## src/rtl/sdr_seq_pkg.sv

```systemverilog
package sdr_seq_pkg;
  localparam int IDX_W = 8;

  typedef struct packed {
    logic             doPre;
    logic             doRef;
    logic             doMrs;
    logic             doAct;
    logic [IDX_W-1:0] actRow;
  } sdr_strobe_t;

  typedef enum logic [2:0] {
    ST_PRE, ST_MRS1, ST_IREF, ST_MRS2, ST_DACT, ST_DPRE, ST_IDLE, ST_RBURST
  } sdr_state_t;
endpackage

```

## src/rtl/sdr_refresh_timer.sv

```systemverilog
module sdr_refresh_timer #(
  parameter int PRESCALE   = 8,
  parameter int REF_PERIOD = 195
) (
  input  logic clk,
  input  logic rstN,
  input  logic run,
  input  logic rateSlow,
  output logic tick
);
  localparam int PRE_W = $clog2(2 * PRESCALE + 1);
  localparam int PER_W = $clog2(REF_PERIOD + 1);

  logic [PRE_W-1:0] preCnt;
  logic [PER_W-1:0] perCnt;
  logic [PRE_W-1:0] divLast;
  logic             preWrap;

  assign divLast = rateSlow ? PRE_W'(2 * PRESCALE - 1) : PRE_W'(PRESCALE - 1);
  assign preWrap = (preCnt >= divLast);
  assign tick    = run && preWrap && (perCnt == PER_W'(REF_PERIOD - 1));

  always_ff @(posedge clk or negedge rstN) begin
    if (!rstN) begin
      preCnt <= '0;
      perCnt <= '0;
    end else if (!run) begin
      preCnt <= '0;
      perCnt <= '0;
    end else if (preWrap) begin
      preCnt <= '0;
      perCnt <= (perCnt == PER_W'(REF_PERIOD - 1)) ? '0 : perCnt + 1'b1;
    end else begin
      preCnt <= preCnt + 1'b1;
    end
  end

  // a request is a single-cycle pulse
  p_tick_single_r8: assert property (@(posedge clk) disable iff (!rstN)
    tick |=> !tick);
endmodule

```

## src/rtl/sdr_init_ctrl.sv

```systemverilog
module sdr_init_ctrl
  import sdr_seq_pkg::*;
#(
  parameter int PWRUP_CYCLES = 10000,
  parameter int T_RP         = 3,
  parameter int T_RFC        = 7,
  parameter int T_MRD        = 2,
  parameter int T_RAS        = 5,
  parameter int INIT_REFS    = 8,
  parameter int DUMMY_ACC    = 10,
  parameter int REF_BURST    = 4
) (
  input  logic        clk,
  input  logic        rstN,
  input  logic        tick,
  output sdr_strobe_t ctl,
  output logic        initDone
);
  localparam int MAX_A  = (T_RP > T_RFC) ? T_RP : T_RFC;
  localparam int MAX_B  = (T_MRD > T_RAS) ? T_MRD : T_RAS;
  localparam int MAX_G  = (MAX_A > MAX_B) ? MAX_A : MAX_B;
  localparam int MAX_W  = (PWRUP_CYCLES > MAX_G) ? PWRUP_CYCLES : MAX_G;
  localparam int WAIT_W = $clog2(MAX_W + 1);

  sdr_state_t        state;
  logic [WAIT_W-1:0] waitCnt;
  logic [IDX_W-1:0]  cnt;
  logic              pending;
  logic              ready;
  logic              accept;

  assign ready  = (waitCnt == '0);
  assign accept = ready && (state == ST_IDLE) && initDone && (tick || pending);

  always_comb begin
    ctl        = '0;
    ctl.doPre  = ready && ((state == ST_PRE) || (state == ST_DPRE));
    ctl.doMrs  = ready && ((state == ST_MRS1) || (state == ST_MRS2));
    ctl.doRef  = ready && ((state == ST_IREF) || (state == ST_RBURST));
    ctl.doAct  = ready && (state == ST_DACT);
    ctl.actRow = cnt;
  end

  always_ff @(posedge clk or negedge rstN) begin
    if (!rstN) begin
      state    <= ST_PRE;
      waitCnt  <= WAIT_W'(PWRUP_CYCLES);
      cnt      <= '0;
      initDone <= 1'b0;
      pending  <= 1'b0;
    end else begin
      if (accept)    pending <= 1'b0;
      else if (tick) pending <= 1'b1;

      if (!ready) begin
        waitCnt <= waitCnt - 1'b1;
      end else begin
        case (state)
          ST_PRE: begin
            waitCnt <= WAIT_W'(T_RP);
            state   <= ST_MRS1;
          end
          ST_MRS1: begin
            waitCnt <= WAIT_W'(T_MRD);
            cnt     <= '0;
            state   <= ST_IREF;
          end
          ST_IREF: begin
            waitCnt <= WAIT_W'(T_RFC);
            if (cnt == IDX_W'(INIT_REFS - 1)) begin
              cnt   <= '0;
              state <= ST_MRS2;
            end else begin
              cnt <= cnt + 1'b1;
            end
          end
          ST_MRS2: begin
            waitCnt <= WAIT_W'(T_MRD);
            cnt     <= '0;
            state   <= ST_DACT;
          end
          ST_DACT: begin
            waitCnt <= WAIT_W'(T_RAS);
            state   <= ST_DPRE;
          end
          ST_DPRE: begin
            waitCnt <= WAIT_W'(T_RP);
            if (cnt == IDX_W'(DUMMY_ACC - 1)) begin
              cnt   <= '0;
              state <= ST_IDLE;
            end else begin
              cnt   <= cnt + 1'b1;
              state <= ST_DACT;
            end
          end
          ST_IDLE: begin
            initDone <= 1'b1;
            if (accept) begin
              cnt   <= '0;
              state <= ST_RBURST;
            end
          end
          ST_RBURST: begin
            waitCnt <= WAIT_W'(T_RFC);
            if (cnt == IDX_W'(REF_BURST - 1)) begin
              cnt   <= '0;
              state <= ST_IDLE;
            end else begin
              cnt <= cnt + 1'b1;
            end
          end
          default: state <= ST_IDLE;
        endcase
      end
    end
  end

  // once set, the done flag holds until reset
  p_done_sticky_r7: assert property (@(posedge clk) disable iff (!rstN)
    initDone |=> initDone);
  // refresh bursts only after init completes
  p_burst_after_done_r7: assert property (@(posedge clk) disable iff (!rstN)
    (state == ST_RBURST) |-> initDone);
  // a new request never lands on one still waiting
  p_no_lost_refresh_r8: assert property (@(posedge clk) disable iff (!rstN)
    tick |-> !pending);
endmodule

```

## src/rtl/sdr_cmd_path.sv

```systemverilog
module sdr_cmd_path
  import sdr_seq_pkg::*;
#(
  parameter int          ADDR_W     = 13,
  parameter int          AP_BIT     = 10,
  parameter logic [7:0]  MODE_VALUE = 8'h22,
  parameter int          MODE_SHIFT = 2
) (
  input  logic              clk,
  input  logic              rstN,
  input  sdr_strobe_t       ctl,
  output logic              sdCsN,
  output logic              sdRasN,
  output logic              sdCasN,
  output logic              sdWeN,
  output logic [ADDR_W-1:0] sdAddr
);
  localparam logic [ADDR_W-1:0] MODE_WORD = ADDR_W'(MODE_VALUE) << MODE_SHIFT;
  localparam logic [ADDR_W-1:0] AP_WORD   = ADDR_W'(1) << AP_BIT;

  logic [3:0] cmdBits;

  always_ff @(posedge clk or negedge rstN) begin
    if (!rstN) begin
      cmdBits <= 4'b1111;
      sdAddr  <= '0;
    end else if (ctl.doPre) begin
      cmdBits <= 4'b0010;
      sdAddr  <= AP_WORD;
    end else if (ctl.doRef) begin
      cmdBits <= 4'b0001;
      sdAddr  <= '0;
    end else if (ctl.doMrs) begin
      cmdBits <= 4'b0000;
      sdAddr  <= MODE_WORD;
    end else if (ctl.doAct) begin
      cmdBits <= 4'b0011;
      sdAddr  <= ADDR_W'(ctl.actRow);
    end else begin
      cmdBits <= 4'b0111;
      sdAddr  <= '0;
    end
  end

  assign {sdCsN, sdRasN, sdCasN, sdWeN} = cmdBits;

  // at most one command requested per clock
  p_one_cmd_r3: assert property (@(posedge clk) disable iff (!rstN)
    $onehot0({ctl.doPre, ctl.doRef, ctl.doMrs, ctl.doAct}));
  // every command is followed by at least one NOP clock
  p_gap_r5: assert property (@(posedge clk) disable iff (!rstN)
    (ctl.doPre || ctl.doRef || ctl.doMrs || ctl.doAct) |=>
      !(ctl.doPre || ctl.doRef || ctl.doMrs || ctl.doAct));
  // a mode load drives the shifted mode word
  p_mode_word_r4: assert property (@(posedge clk) disable iff (!rstN)
    ctl.doMrs |=> (sdAddr == MODE_WORD) && !sdCsN && !sdRasN && !sdCasN && !sdWeN);
endmodule

```

## src/rtl/sdr_init_refresh.sv

```systemverilog
module sdr_init_refresh
  import sdr_seq_pkg::*;
#(
  parameter int          ADDR_W       = 13,
  parameter int          AP_BIT       = 10,
  parameter logic [7:0]  MODE_VALUE   = 8'h22,
  parameter int          MODE_SHIFT   = 2,
  parameter int          PWRUP_CYCLES = 10000,
  parameter int          T_RP         = 3,
  parameter int          T_RFC        = 7,
  parameter int          T_MRD        = 2,
  parameter int          T_RAS        = 5,
  parameter int          INIT_REFS    = 8,
  parameter int          DUMMY_ACC    = 10,
  parameter int          REF_BURST    = 4,
  parameter int          PRESCALE     = 8,
  parameter int          REF_PERIOD   = 195
) (
  input  logic              clk,
  input  logic              rstN,
  input  logic              rateSlow,
  output logic              sdCsN,
  output logic              sdRasN,
  output logic              sdCasN,
  output logic              sdWeN,
  output logic [ADDR_W-1:0] sdAddr,
  output logic              initDone
);
  sdr_strobe_t ctl;
  logic        tick;

  sdr_init_ctrl #(
    .PWRUP_CYCLES(PWRUP_CYCLES), .T_RP(T_RP), .T_RFC(T_RFC), .T_MRD(T_MRD),
    .T_RAS(T_RAS), .INIT_REFS(INIT_REFS), .DUMMY_ACC(DUMMY_ACC),
    .REF_BURST(REF_BURST)
  ) ctrl_i (
    .clk(clk), .rstN(rstN), .tick(tick), .ctl(ctl), .initDone(initDone)
  );

  sdr_refresh_timer #(.PRESCALE(PRESCALE), .REF_PERIOD(REF_PERIOD)) timer_i (
    .clk(clk), .rstN(rstN), .run(initDone), .rateSlow(rateSlow), .tick(tick)
  );

  sdr_cmd_path #(
    .ADDR_W(ADDR_W), .AP_BIT(AP_BIT), .MODE_VALUE(MODE_VALUE),
    .MODE_SHIFT(MODE_SHIFT)
  ) path_i (
    .clk(clk), .rstN(rstN), .ctl(ctl), .sdCsN(sdCsN), .sdRasN(sdRasN),
    .sdCasN(sdCasN), .sdWeN(sdWeN), .sdAddr(sdAddr)
  );
endmodule

```

## config.mk

```make
export PLATFORM = sky130hd
export DESIGN_NAME = sdr_init_refresh
export DESIGN_NICKNAME = d
export VERILOG_FILES = /design/src/rtl/sdr_seq_pkg.sv /design/src/rtl/sdr_refresh_timer.sv /design/src/rtl/sdr_init_ctrl.sv /design/src/rtl/sdr_cmd_path.sv /design/src/rtl/sdr_init_refresh.sv
export SDC_FILE = /design/constraint.sdc
export NUM_CORES = 1
export LEC_CHECK = 0
export BUFFER_PORTS_ARGS = -buffer_cell sky130_fd_sc_hd__buf_2
export CORE_MARGIN = 2
export CORE_UTILIZATION = 62
export CTS_BUF_LIST = sky130_fd_sc_hd__clkbuf_8
export DETAILED_ROUTE_END_ITERATION = 10
export GPL_ROUTABILITY_DRIVEN = 0
export PLACE_DENSITY = 0.82
export SKIP_LAST_GASP = 1
export SYNTH_ARGS = -nofsm -noshare
export SYNTH_HDL_FRONTEND = slang
export SYNTH_HIERARCHICAL = 1
export SYNTH_SLANG_ARGS = --single-unit
```

## constraint.sdc

```tcl
create_clock -name clk -period 3.54 [get_ports clk]
set_input_delay 0.354 -clock clk [delete_from_list [all_inputs] [get_ports clk]]
set_output_delay 0.354 -clock clk [all_outputs]
set_load 0.01 [all_outputs]
```

== Word level (Yosys, flattened, before mapping) ==
Cells that the tools add are included.
Word-level totals
  bits of input ports: 3
  output and inout port bits: 18
  word-level logic and storage cells: 81
  flip-flop bits (word level): 57
Cells by class
  magnitude comparators: 1
  reduce and logical (&&, ||, !) cells: 23
  eq/ne operators: 16
  add/subtract/negate cells: 4
  mux-type cells: 28
Operator list (number)
  $mux W8: 8
  $pmux W14 S4: 1
  $pmux W8 S5: 1
  $mux W13: 3
  $pmux W3 S8: 1
  $add A8 B1 Y8 const B: 2
  $mux W4: 4
  $logic_not A14 Y1: 1
  $mux W14: 1
  $sub A14 B1 Y14 const B: 1
  $eq A3 B3 Y1 const B: 4
  $mux W3: 4
  $mux W5: 2
  $logic_and A1 B1 Y1: 9
  $eq A8 B2 Y1 const B: 1
  $eq A8 B3 Y1 const B: 1
  $eq A8 B4 Y1 const B: 1
  $eq A8 B8 Y1 const B: 1
  $eq A3 B2 Y1 const B: 2
  $reduce_or A2 Y1: 3
  $add A5 B1 Y5 const B: 1
  $ge A5 B5 Y1: 1
  $ne A5 B5 Y1 const B: 1
  $reduce_bool A5 Y1: 1
  11 further kinds: 17

== Longest topological paths before layout ==
Gate-level depths: netlist (run 1).
  depth in word-level cells: 8
  depth in mapped cells: 12

== Modules after synthesis ==
The synthesis (run 1) kept the hierarchy.
By module, submodules not included
  sdr_init_ctrl: cells an instance 158, times used 1, area an instance 1566.5 um^2
  sdr_refresh_timer: cells an instance 73, times used 1, area an instance 750.7 um^2
  sdr_cmd_path: cells an instance 33, times used 1, area an instance 467.9 um^2

== Worst setup path after synthesis (run 1) ==
OpenSTA, ideal clock, no wires.
  path kind: flip-flop to flip-flop
  start point: reg ctrl_i.waitCnt[0]
  end point: reg path_i.sdAddr[0]
  clock period less this slack: 2.492 ns
  data arrival time: 2.373 ns
  setup time: 0.119 ns
  stages on the path, launching flop included: 9
  slack: 1.048 ns
  cells stage by stage: dfrtp_1 > inv_1 > ha_1 > or4b_1 > nor2_1 > nand2_1 > nor4_1 > nor4b_4 > and2_1
RTL lines
  start, declared: line sdr_init_ctrl.sv:26  | logic [WAIT_W-1:0] waitCnt;
  start signal, assigned: line sdr_init_ctrl.sv:47  | waitCnt <= WAIT_W'(PWRUP_CYCLES);
  start signal, assigned: line sdr_init_ctrl.sv:56  | waitCnt <= waitCnt - 1'b1;
  start signal, assigned: line sdr_init_ctrl.sv:60  | waitCnt <= WAIT_W'(T_RP);
  end signal, assigned: line sdr_cmd_path.sv:38  | sdAddr <= ADDR_W'(ctl.actRow);
  end, declared: line sdr_cmd_path.sv:16  | output logic [ADDR_W-1:0] sdAddr

== Worst setup path after layout (run 1) ==
  start point: reg timer_i.perCnt[0]
  end point: reg ctrl_i.cnt[7]
Between the ends
  longest elaborated chain between the ends: 6
RTL lines
  start, declared: line sdr_refresh_timer.sv:15  | logic [PER_W-1:0] perCnt;
  start signal, assigned: line sdr_refresh_timer.sv:32  | perCnt <= (perCnt == PER_W'(REF_PERIOD - 1)) ? '0 : perCnt + 1'b1;
  $eq A8 B8 Y1: line sdr_refresh_timer.sv:21  | assign tick = run && preWrap && (perCnt == PER_W'(REF_PERIOD - 1));
  $logic_and A1 B1 Y1: line sdr_refresh_timer.sv:21
  via tick: line sdr_init_refresh.sv:30  | logic tick;
  $logic_or A1 B1 Y1: line sdr_init_ctrl.sv:33  | assign accept = ready && (state == ST_IDLE) && initDone && (tick || pending);
  $logic_and A1 B1 Y1: line sdr_init_ctrl.sv:33
  $ne A2 B1 Y1 (no source line)
  $reduce_and A3 Y1 (no source line)
  end signal, assigned: line sdr_init_ctrl.sv:74  | cnt <= cnt + 1'b1;
  end signal, assigned: line sdr_init_ctrl.sv:92  | cnt <= cnt + 1'b1;
  end signal, assigned: line sdr_init_ctrl.sv:109  | cnt <= cnt + 1'b1;
  end, declared: line sdr_init_ctrl.sv:27  | logic [IDX_W-1:0] cnt;
The timed path passes the listed nets, and every way through them passes these cells.
A chain may end at the register's enable or synchronous reset.

==> results.json, run 1 <==
{
  "status": "complete, no violations",
  "yosys_warnings": 6,
  "grt_pass1_wl_mm": 9.28,
  "port_buffers": 16,
  "place_hpwl_mm": 3.62,
  "vias": 2046,
  "nNetsFinal": 293,
  "core_area_um2": 4350,
  "root_buffer": "clkbuf_8",
  "yosys-top-cells-area": "dfrtp_1, dfstp_2, ha_1",
  "drive_gt1_share_pct": 19.4,
  "power.density_nw_per_um2": 318,
  "postCtsHoldBufs": 1,
  "globalRouteTotalUtil_pct": 23.1,
  "slew_headroom_pct": 50.6,
  "die_w_um": 71.0,
  "async_flop_share_pct": 100,
  "post_cts_buffers": 0,
  "p_leak_nw": 1.31,
  "arrival_ns": 3.21,
  "finalHoldViolCount": 0,
  "switchingPower_uw": 205,
  "placed_cells": 326,
  "pwr-share-seq_pct": 63.8,
  "max-cap-violations": 0,
  "tns_ns": 0,
  "antenna_found_initial": 0,
  "syn_to_final_growth_pct": 7.37,
  "setup_ws_ns": 0.546,
  "max_freq_mhz": 334,
  "diodes": 0,
  "ir_worst_vdd_mv": 0.188,
  "viasPerCell": 6.11,
  "cp-end-kind": "flop",
  "drc": 0,
  "period_minus_slack_ns": 2.99,
  "yosysTopAreaCell": "dfrtp_1",
  "syn_area_per_cell_um2": 10.5,
  "grt-ovfl-total": 0,
  "insertion_delay_ns": 0.30,
  "syn_area_um2": 2790,
  "worstSetupStartpoint": "timer_i/perCnt[0]$_DFFE_PN0P_",
  "final_cells": 335,
  "die_area_um2": 5040,
  "ant_nets": 0,
  "min-delay-start": "ctrl_i/waitCnt[6]$_DFFE_PN0P_",
  "ctsResizeCount": 0,
  "synth_seq_area_share_pct": 48.0,
  "synth_commonest_cells": "dfrtp_1, nand2_1, nor2_1, nand3_1, a21oi_1",
  "share_comb_of_total_power_pct": 1.9,
  "ys_types": 54,
  "pin_count": 21,
  "hold_path.class": "flop to flop",
  "start_util_pct": 64.0,
  "cts.sinks": 53,
  "period_share_pct": 84.6,
  "cts_tree": "built",
  "p_clk_share_pct": 34.4,
  "placementRows": 24,
  "grt_setup_unrepaired": "false",
  "p_sw_share_pct": 21.5,
  "first_global_vias": 2092,
  "r2r-start": "timer_i/perCnt[0]$_DFFE_PN0P_",
  "hold_ws_ns": 0.478,
  "routedWlPerCell_um": 15.4,
  "whs_path_depth": 1,
  "reg2reg_depth": 11,
  "netlist.area_leader.share_pct": 39.5,
  "wirelength_mm": 5.16,
  "setup_viol": 0,
  "crit_required_ns": 3.76,
  "ys_ff_latch": 53,
  "die_h_um": 71.0,
  "dp_slack_ns": 0.623,
  "synth_top_flop_cell": "dfrtp_1",
  "yosys.cell_count.top_type": "dfrtp_1",
  "grt_start_max_net_pins": 34,
  "drt-initial-drc-count": 103,
  "skew_ns": 0.00571,
  "path_class": "flop to flop",
  "clkTransAtPathRegs_ns": 0.09,
  "cts_buffers": 5,
  "start_kind": "flop",
  "clock_path_buffers": 2,
  "synth_edf_count": 0,
  "htree_levels": 2,
  "p_int_uw": 746,
  "path_max_fanout": 11,
  "worstMarginPinSlew_ns": 0.736,
  "total_power_uw": 951,
  "firstDrtPassIters": 4,
  "synthCells": 264,
  "maxSlewViolCount": 0
}
registers in the layout (all words and copies together) (netlist names), 3 cells and up:
signal	flops
ctrl_i/state	3
timer_i/preCnt	5
ctrl_i/cnt	8
timer_i/perCnt	8
path_i/cmdBits	4
ctrl_i/waitCnt	14
path_i/sdAddr	9
worst max-delay path: stages, from the launching register on:
cell	delay, ns
dfrtp_1	0.46
inv_1	0.09
ha_1	0.14
nand4b_1	0.11
nor4_1	0.50
nand2_1	0.13
nor2_1	0.22
o21ai_0	0.11
a21boi_0	0.21
o21ai_1	0.26
or2_1	0.44
o31ai_2	0.24
metal layers:
metal / vias to the layer above / track usage, % / part of all wire [%]
met5: - / 0 / 0
met4: 0 / 9.85 / 1.6
met3: 7 / 4.56 / 2.7
met2: 30 / 36.2 / 49
met1: 1020 / 31.5 / 47
li1: 989 / - / -
path summary, 6_finish.rpt:
kind                                                  endpoint  slack, ns
worst max-delay path                 ctrl_i/cnt[7]$_DFFE_PN0P_       0.55
worst min-delay path             ctrl_i/waitCnt[6]$_DFFE_PN0P_       0.48
max in group asynchronous          path_i/cmdBits[0]$_DFF_PN1_       2.22
worst max register to register       ctrl_i/cnt[7]$_DFFE_PN0P_       0.55
worst min register to register   ctrl_i/waitCnt[6]$_DFFE_PN0P_       0.48
min in group asynchronous       ctrl_i/waitCnt[11]$_DFFE_PN0P_       0.52
area by class of cell:
cell class,count,area (µm²)
clock buffer,5,68.8
clock inverter,3,17.5
fill,337,1360
inverter,8,30.0
multi-input combinational,193,1350
sequential,53,1340
tap,52,65.1
timing repair buffer,21,120
power by group through the flow:
stage	logic (mW)	clock network (mW)	registers [mW]
final	0.0176	0.327	0.607
after global routing	0.0210	0.366	0.607
after CTS	0.0186	0.340	0.607
after detailed placement	0.0177	0	0.618
after global placement	0.0175	0	0.618
after floorplan	0.00618	0	0.619
placed cells by master (no fill, tap or decap), types with 3 or more instances in the layout:
cell	synthesis	final
nor2_1	12	12
o21ai_0	8	8
o21ai_1	3	3
dfrtp_1	44	44
nand3_1	11	11
o31ai_2	4	4
nand2b_1	7	7
nor2b_1	3	3
a21oi_1	10	10
a31oi_1	4	4
clkbuf_8	0	5
a21o_1	4	4
nand2_1	19	19
and2_1	7	7
a21boi_2	3	3
inv_1	8	8
nand3b_1	3	3
buf_4	5	4
xor2_1	8	8
xnor2_1	5	5
dfstp_2	9	9
buf_2	2	16
or3_1	7	7
or4_1	4	4
a2bb2oi_1	4	4
conb_1	1	5
and3_1	5	5
nor3_1	6	6
or4_4	3	3
nor4_1	7	7
ha_1	8	8
cell families (layout without fill, tap and decap cells):
logic type / after synthesis / count (layout) / share of synthesized area [%]
AOI/OAI and AO/OA: 63 / 63 / 17.8
xor gates and xnor gates: 13 / 13 / 4.09
adders and majority gates: 8 / 8 / 3.59
buffers and inverters: 22 / 37 / 4.00
DFF: 53 / 53 / 48.0
other: 1 / 5 / 0.135
and+or+nand+nor: 104 / 104 / 22.4
through the flow:
step	cell area [µm²]	utilization [%]
5_1_grt	2990	68.7
6_report	2990	68.7
4_1_cts	2990	68.7
3_3_place_gp	2890	66.5
3_5_place_dp	2890	66.5
2_1_floorplan	2800	-
Note: power is estimated with default switching activity, not from simulation.
==> run 2: changes to the inputs <==
Clock period 3.54 ns to 2.96 ns, I/O delays scaled along.
==> results.json, run 2 (synthesis gave the netlist of run 1 again) <==
{
  "diodes": 0,
  "reg.largest.list": "ctrl_i/waitCnt: 14 flops, path_i/sdAddr: 9 flops",
  "total_power_mw": 1.13,
  "power.density_nw_per_um2": 377,
  "routedWlPerCell_um": 15.0,
  "nNetsFinal": 296,
  "final_cell_mix": "dfrtp_1, nand2_1, buf_2, nor2_1, nand3_1",
  "wirelength_mm": 5.08,
  "cp-end-kind": "flop",
  "grt_pass1_wl_mm": 9.09,
  "htree_levels": 2,
  "placementRows": 24,
  "clock_path_buffers": 2,
  "antenna_found_initial": 0,
  "ctsResizeCount": 0,
  "placed_cells": 330,
  "globalRouteTotalUtil_pct": 22.3,
  "finalInstanceArea_um2": 3010,
  "insertion_delay_ns": 0.29,
  "drt-initial-drc-count": 127,
  "worstMarginPinSlew_ns": 1.09,
  "cts_tree": "built",
  "cts.sinks": 53,
  "port_buffers": 16,
  "ir_worst_vdd_mv": 0.245,
  "setup_ws_ns": 0.425,
  "grt_start_max_net_pins": 52,
  "drc": 0,
  "start_util_pct": 64.0,
  "postCtsHoldBufs": 0,
  "max-cap-violations": 0,
  "core_area_um2": 4350,
  "ant_nets": 0,
  "skew_ns": 0.00375,
  "vias": 2011,
  "final_cells": 338,
  "syn_to_final_growth_pct": 8.09,
  "worst_path_largest_cell_delay_ns": 0.46,
  "arrival_ns": 2.74,
  "start_kind": "flop",
  "status": "complete, no violations",
  "largest_reg_flops": 14,
  "period_share_pct": 85.7,
  "final_common_cell": "dfrtp_1",
  "slowest_stage": "dfrtp_1",
  "cp_cell_sequence": "inv_1 -> ha_1 -> nand4b_1 -> nor4_1 -> buf_4 -> nand2_1 -> nor2_1 -> o21ai_0 -> a21boi_0 -> o21ai_1 -> or2_1 -> o31ai_2",
  "place_hpwl_mm": 3.60,
  "root_buffer": "clkbuf_8",
  "hold_ws_ns": 0.198,
  "max_freq_mhz": 394,
  "crit_required_ns": 3.16,
  "max_flop_register": "ctrl_i/waitCnt",
  "first_global_vias": 1998,
  "viasPerCell": 5.95,
  "slew_headroom_pct": 27.2,
  "firstDrtPassIters": 4,
  "post_cts_buffers": 0,
  "period_minus_slack_ns": 2.54,
  "p_leak_nw": 1.33,
  "clkTransAtPathRegs_ns": 0.09,
  "placed_cell_area_um2": 2920,
  "pin_count": 21,
  "path_class": "flop to flop",
  "die_area_um2": 5040,
  "tns_ns": 0,
  "finalHoldViolCount": 0,
  "drive_gt1_share_pct": 20.6,
  "dp_slack_ns": 0.487,
  "final_core_util_pct": 69.1,
  "die_h_um": 71.0,
  "die_w_um": 71.0,
  "maxSlewViolCount": 0,
  "hold_path.class": "input pin to asynchronous set/reset pin",
  "grt-ovfl-total": 0,
  "setup_viol": 0,
  "grt_setup_unrepaired": "false",
  "cts_buffers": 5,
  "path_max_fanout": 7
}
[run 2: cell types whose count changed in the layout (fill, tap and decap cells not counted), sizes merged]
cell         delta
dlygate4sd3     -1
buf             +4
[run 2: layer usage]
metal / share of wire, % / global-route usage (%) / vias up
li1: - / - / 993
met3: 2.9 / 4.27 / 2
met4: 0.49 / 5.66 / 0
met1: 46 / 30.2 / 981
met5: 0 / 0 / -
met2: 51 / 37.5 / 35
[run 2: layout make-up]
cell class | instances | area, µm²
inverter | 8 | 30.0
multi-input combinational | 193 | 1350
clock inverter | 3 | 17.5
clock buffer | 5 | 68.8
tap | 52 | 65.1
sequential | 53 | 1340
fill | 344 | 1340
timing repair buffer | 24 | 140
[run 2: power by group]
part | switching [mW] | leakage (nW) | internal [mW]
clock network | 0.226 | 0.0439 | 0.164
logic | 0.0173 | 0.600 | 0.00276
registers | 0.000102 | 0.684 | 0.725
total | 0.243 | 1.33 | 0.892
[run 2: worst max-delay path, delay by kind of cell, from the launching register on]
family | cells | cell delay (ns)
AOI/OAI and AO/OA | 4 | 0.67
adders and majority gates | 1 | 0.14
buffers and inverters | 2 | 0.28
DFF | 1 | 0.46
and+or+nand+nor | 5 | 0.92
[run 2: worst paths after layout]
kind / startpoint / endpoint / slack, ns / cells after the start
setup / recovery: timer_i/perCnt[0]$_DFFE_PN0P_ / ctrl_i/cnt[3]$_DFFE_PN0P_ / 0.42 / 12
hold / removal: rstN / timer_i/perCnt[6]$_DFFE_PN0P_ / 0.20 / 1
setup reg to reg: timer_i/perCnt[0]$_DFFE_PN0P_ / ctrl_i/cnt[3]$_DFFE_PN0P_ / 0.42 / 12
hold reg to reg: ctrl_i/waitCnt[6]$_DFFE_PN0P_ / ctrl_i/waitCnt[6]$_DFFE_PN0P_ / 0.48 / 1
max in group asynchronous: rstN / ctrl_i/waitCnt[10]$_DFFE_PN1P_ / 1.99 / 2
min in group clk: ctrl_i/waitCnt[6]$_DFFE_PN0P_ / ctrl_i/waitCnt[6]$_DFFE_PN0P_ / 0.48 / 1
==> run 3: changes to the inputs <==
Settings changed: CORE_MARGIN 2 to 1.
==> results.json, run 3 (synthesis gave the netlist of run 1 again) <==
{
  "status": "complete, no violations",
  "path_max_fanout": 7,
  "diodes": 0,
  "ctsResizeCount": 0,
  "first_global_vias": 1901,
  "finalHoldViolCount": 0,
  "ant_nets": 0,
  "globalRouteTotalUtil_pct": 24.0,
  "r2r-start": "timer_i/perCnt[0]$_DFFE_PN0P_",
  "finalInstanceArea_um2": 3010,
  "routedWlPerCell_um": 15.4,
  "antenna_found_initial": 0,
  "nNetsFinal": 294,
  "vias": 2059,
  "core_area_um2": 4320,
  "die_area_um2": 4760,
  "die_w_um": 69.0,
  "viasPerCell": 6.13,
  "arrival_ns": 2.80,
  "hold_ws_ns": 0.433,
  "setup_viol": 0,
  "cts_tree": "built",
  "firstDrtPassIters": 4,
  "worstSetupStartpoint": "timer_i/perCnt[0]$_DFFE_PN0P_",
  "root_buffer": "clkbuf_8",
  "grt-ovfl-total": 0,
  "clkTransAtPathRegs_ns": 0.09,
  "max-cap-violations": 0,
  "path_class": "flop to flop",
  "final_common_cell": "dfrtp_1",
  "die_h_um": 69.0,
  "grt_setup_unrepaired": "false",
  "insertion_delay_ns": 0.31,
  "cp-end-kind": "flop",
  "wirelength_mm": 5.17,
  "p_leak_nw": 1.32,
  "cts_buffers": 5,
  "start_kind": "flop",
  "grt_pass1_wl_mm": 9.06,
  "power.density_nw_per_um2": 386,
  "place_hpwl_mm": 3.69,
  "crit_required_ns": 3.18,
  "maxSlewViolCount": 0,
  "final_cell_mix": "dfrtp_1, nand2_1, buf_2, nor2_1, nand3_1",
  "largest_reg_flops": 14,
  "hold_path.class": "input pin to asynchronous set/reset pin",
  "skew_ns": 0.00892,
  "drc": 0,
  "start_util_pct": 64.4,
  "pin_count": 21,
  "clock_path_buffers": 2,
  "reg.largest.list": "ctrl_i/waitCnt: 14 flops, path_i/sdAddr: 9 flops",
  "ir_worst_vdd_mv": 0.230,
  "drt-initial-drc-count": 104,
  "syn_to_final_growth_pct": 7.91,
  "grt_start_max_net_pins": 38,
  "placementRows": 24,
  "max_flop_register": "ctrl_i/waitCnt",
  "port_buffers": 16,
  "max_freq_mhz": 388,
  "drive_gt1_share_pct": 19.4,
  "tns_ns": 0,
  "htree_levels": 2,
  "period_share_pct": 87.1,
  "cts.sinks": 53,
  "period_minus_slack_ns": 2.58,
  "worstMarginPinSlew_ns": 0.653,
  "placed_cell_area_um2": 2900,
  "slew_headroom_pct": 56.1
}
[run 3: cell types whose count changed in the layout (fill, tap and decap cells not counted)]
cell	before	now
buf_4	8	5
clkbuf_8	5	6
clkinv_2	2	0
dlygate4sd3_1	0	1
inv_1	8	9
[run 3: stage by stage]
stage          util [%]  setup slack (ns)  cells  total power, mW
2_1_floorplan         -             0.468    268            0.747
3_3_place_gp       67.1             0.493    327            0.760
3_5_place_dp       67.1             0.413    327            0.760
4_1_cts            69.5             0.365    336             1.17
5_1_grt            69.5            0.0866    336             1.20
6_report           69.5             0.382    336             1.16
[run 3: layer usage]
| metal | part of all wire, % | track usage (%) |
|---|---|---|
| met1 | 45 | 32.3 |
| met2 | 50 | 37.6 |
| met3 | 4.2 | 5.56 |
| met5 | 0 | 0 |
| met4 | 1.7 | 9.98 |
[run 3: power by group]
group          switching (mW)  leakage, nW  internal (mW)  total (mW)
combinational          0.0176        0.588        0.00361      0.0212
clock                   0.227       0.0486          0.187       0.414
sequential           0.000126        0.684          0.725       0.725
[run 3: worst paths after layout]
path / cells after the start / slack [ns] / to
setup / recovery: 11 / 0.38 / ctrl_i/cnt[7]$_DFFE_PN0P_
hold / removal: 2 / 0.43 / timer_i/preCnt[2]$_DFF_PN0_
setup reg to reg: 11 / 0.38 / ctrl_i/cnt[7]$_DFFE_PN0P_
hold reg to reg: 1 / 0.47 / ctrl_i/waitCnt[6]$_DFFE_PN0P_
max in group asynchronous: 3 / 1.71 / ctrl_i/waitCnt[10]$_DFFE_PN1P_
min in group clk: 1 / 0.47 / ctrl_i/waitCnt[6]$_DFFE_PN0P_
[run 3: final cells by class]
cell class                 count  area (µm²)
fill                         330        1320
sequential                    53        1340
inverter                       8        30.0
clock inverter                 2        11.3
multi-input combinational    193        1350
tap                           52        65.1
clock buffer                   6        82.6
timing repair buffer          22         128
[run 3: timing repair]
action	4_1_cts	5_1_grt
setup buffers	0	0
endpoints found under the hold margin	16	0
hold buffers	1	0
[run 3: worst max-delay path: stages (launching register included)]
cell and delay (ns):
dfrtp_1 0.45, inv_1 0.08, ha_1 0.14, nand4b_1 0.12
nor4_1 0.45, nand2_1 0.10, nor2_1 0.17, o21ai_0 0.10
a21boi_0 0.20, o21ai_1 0.10, or2_1 0.36, o31ai_2 0.24
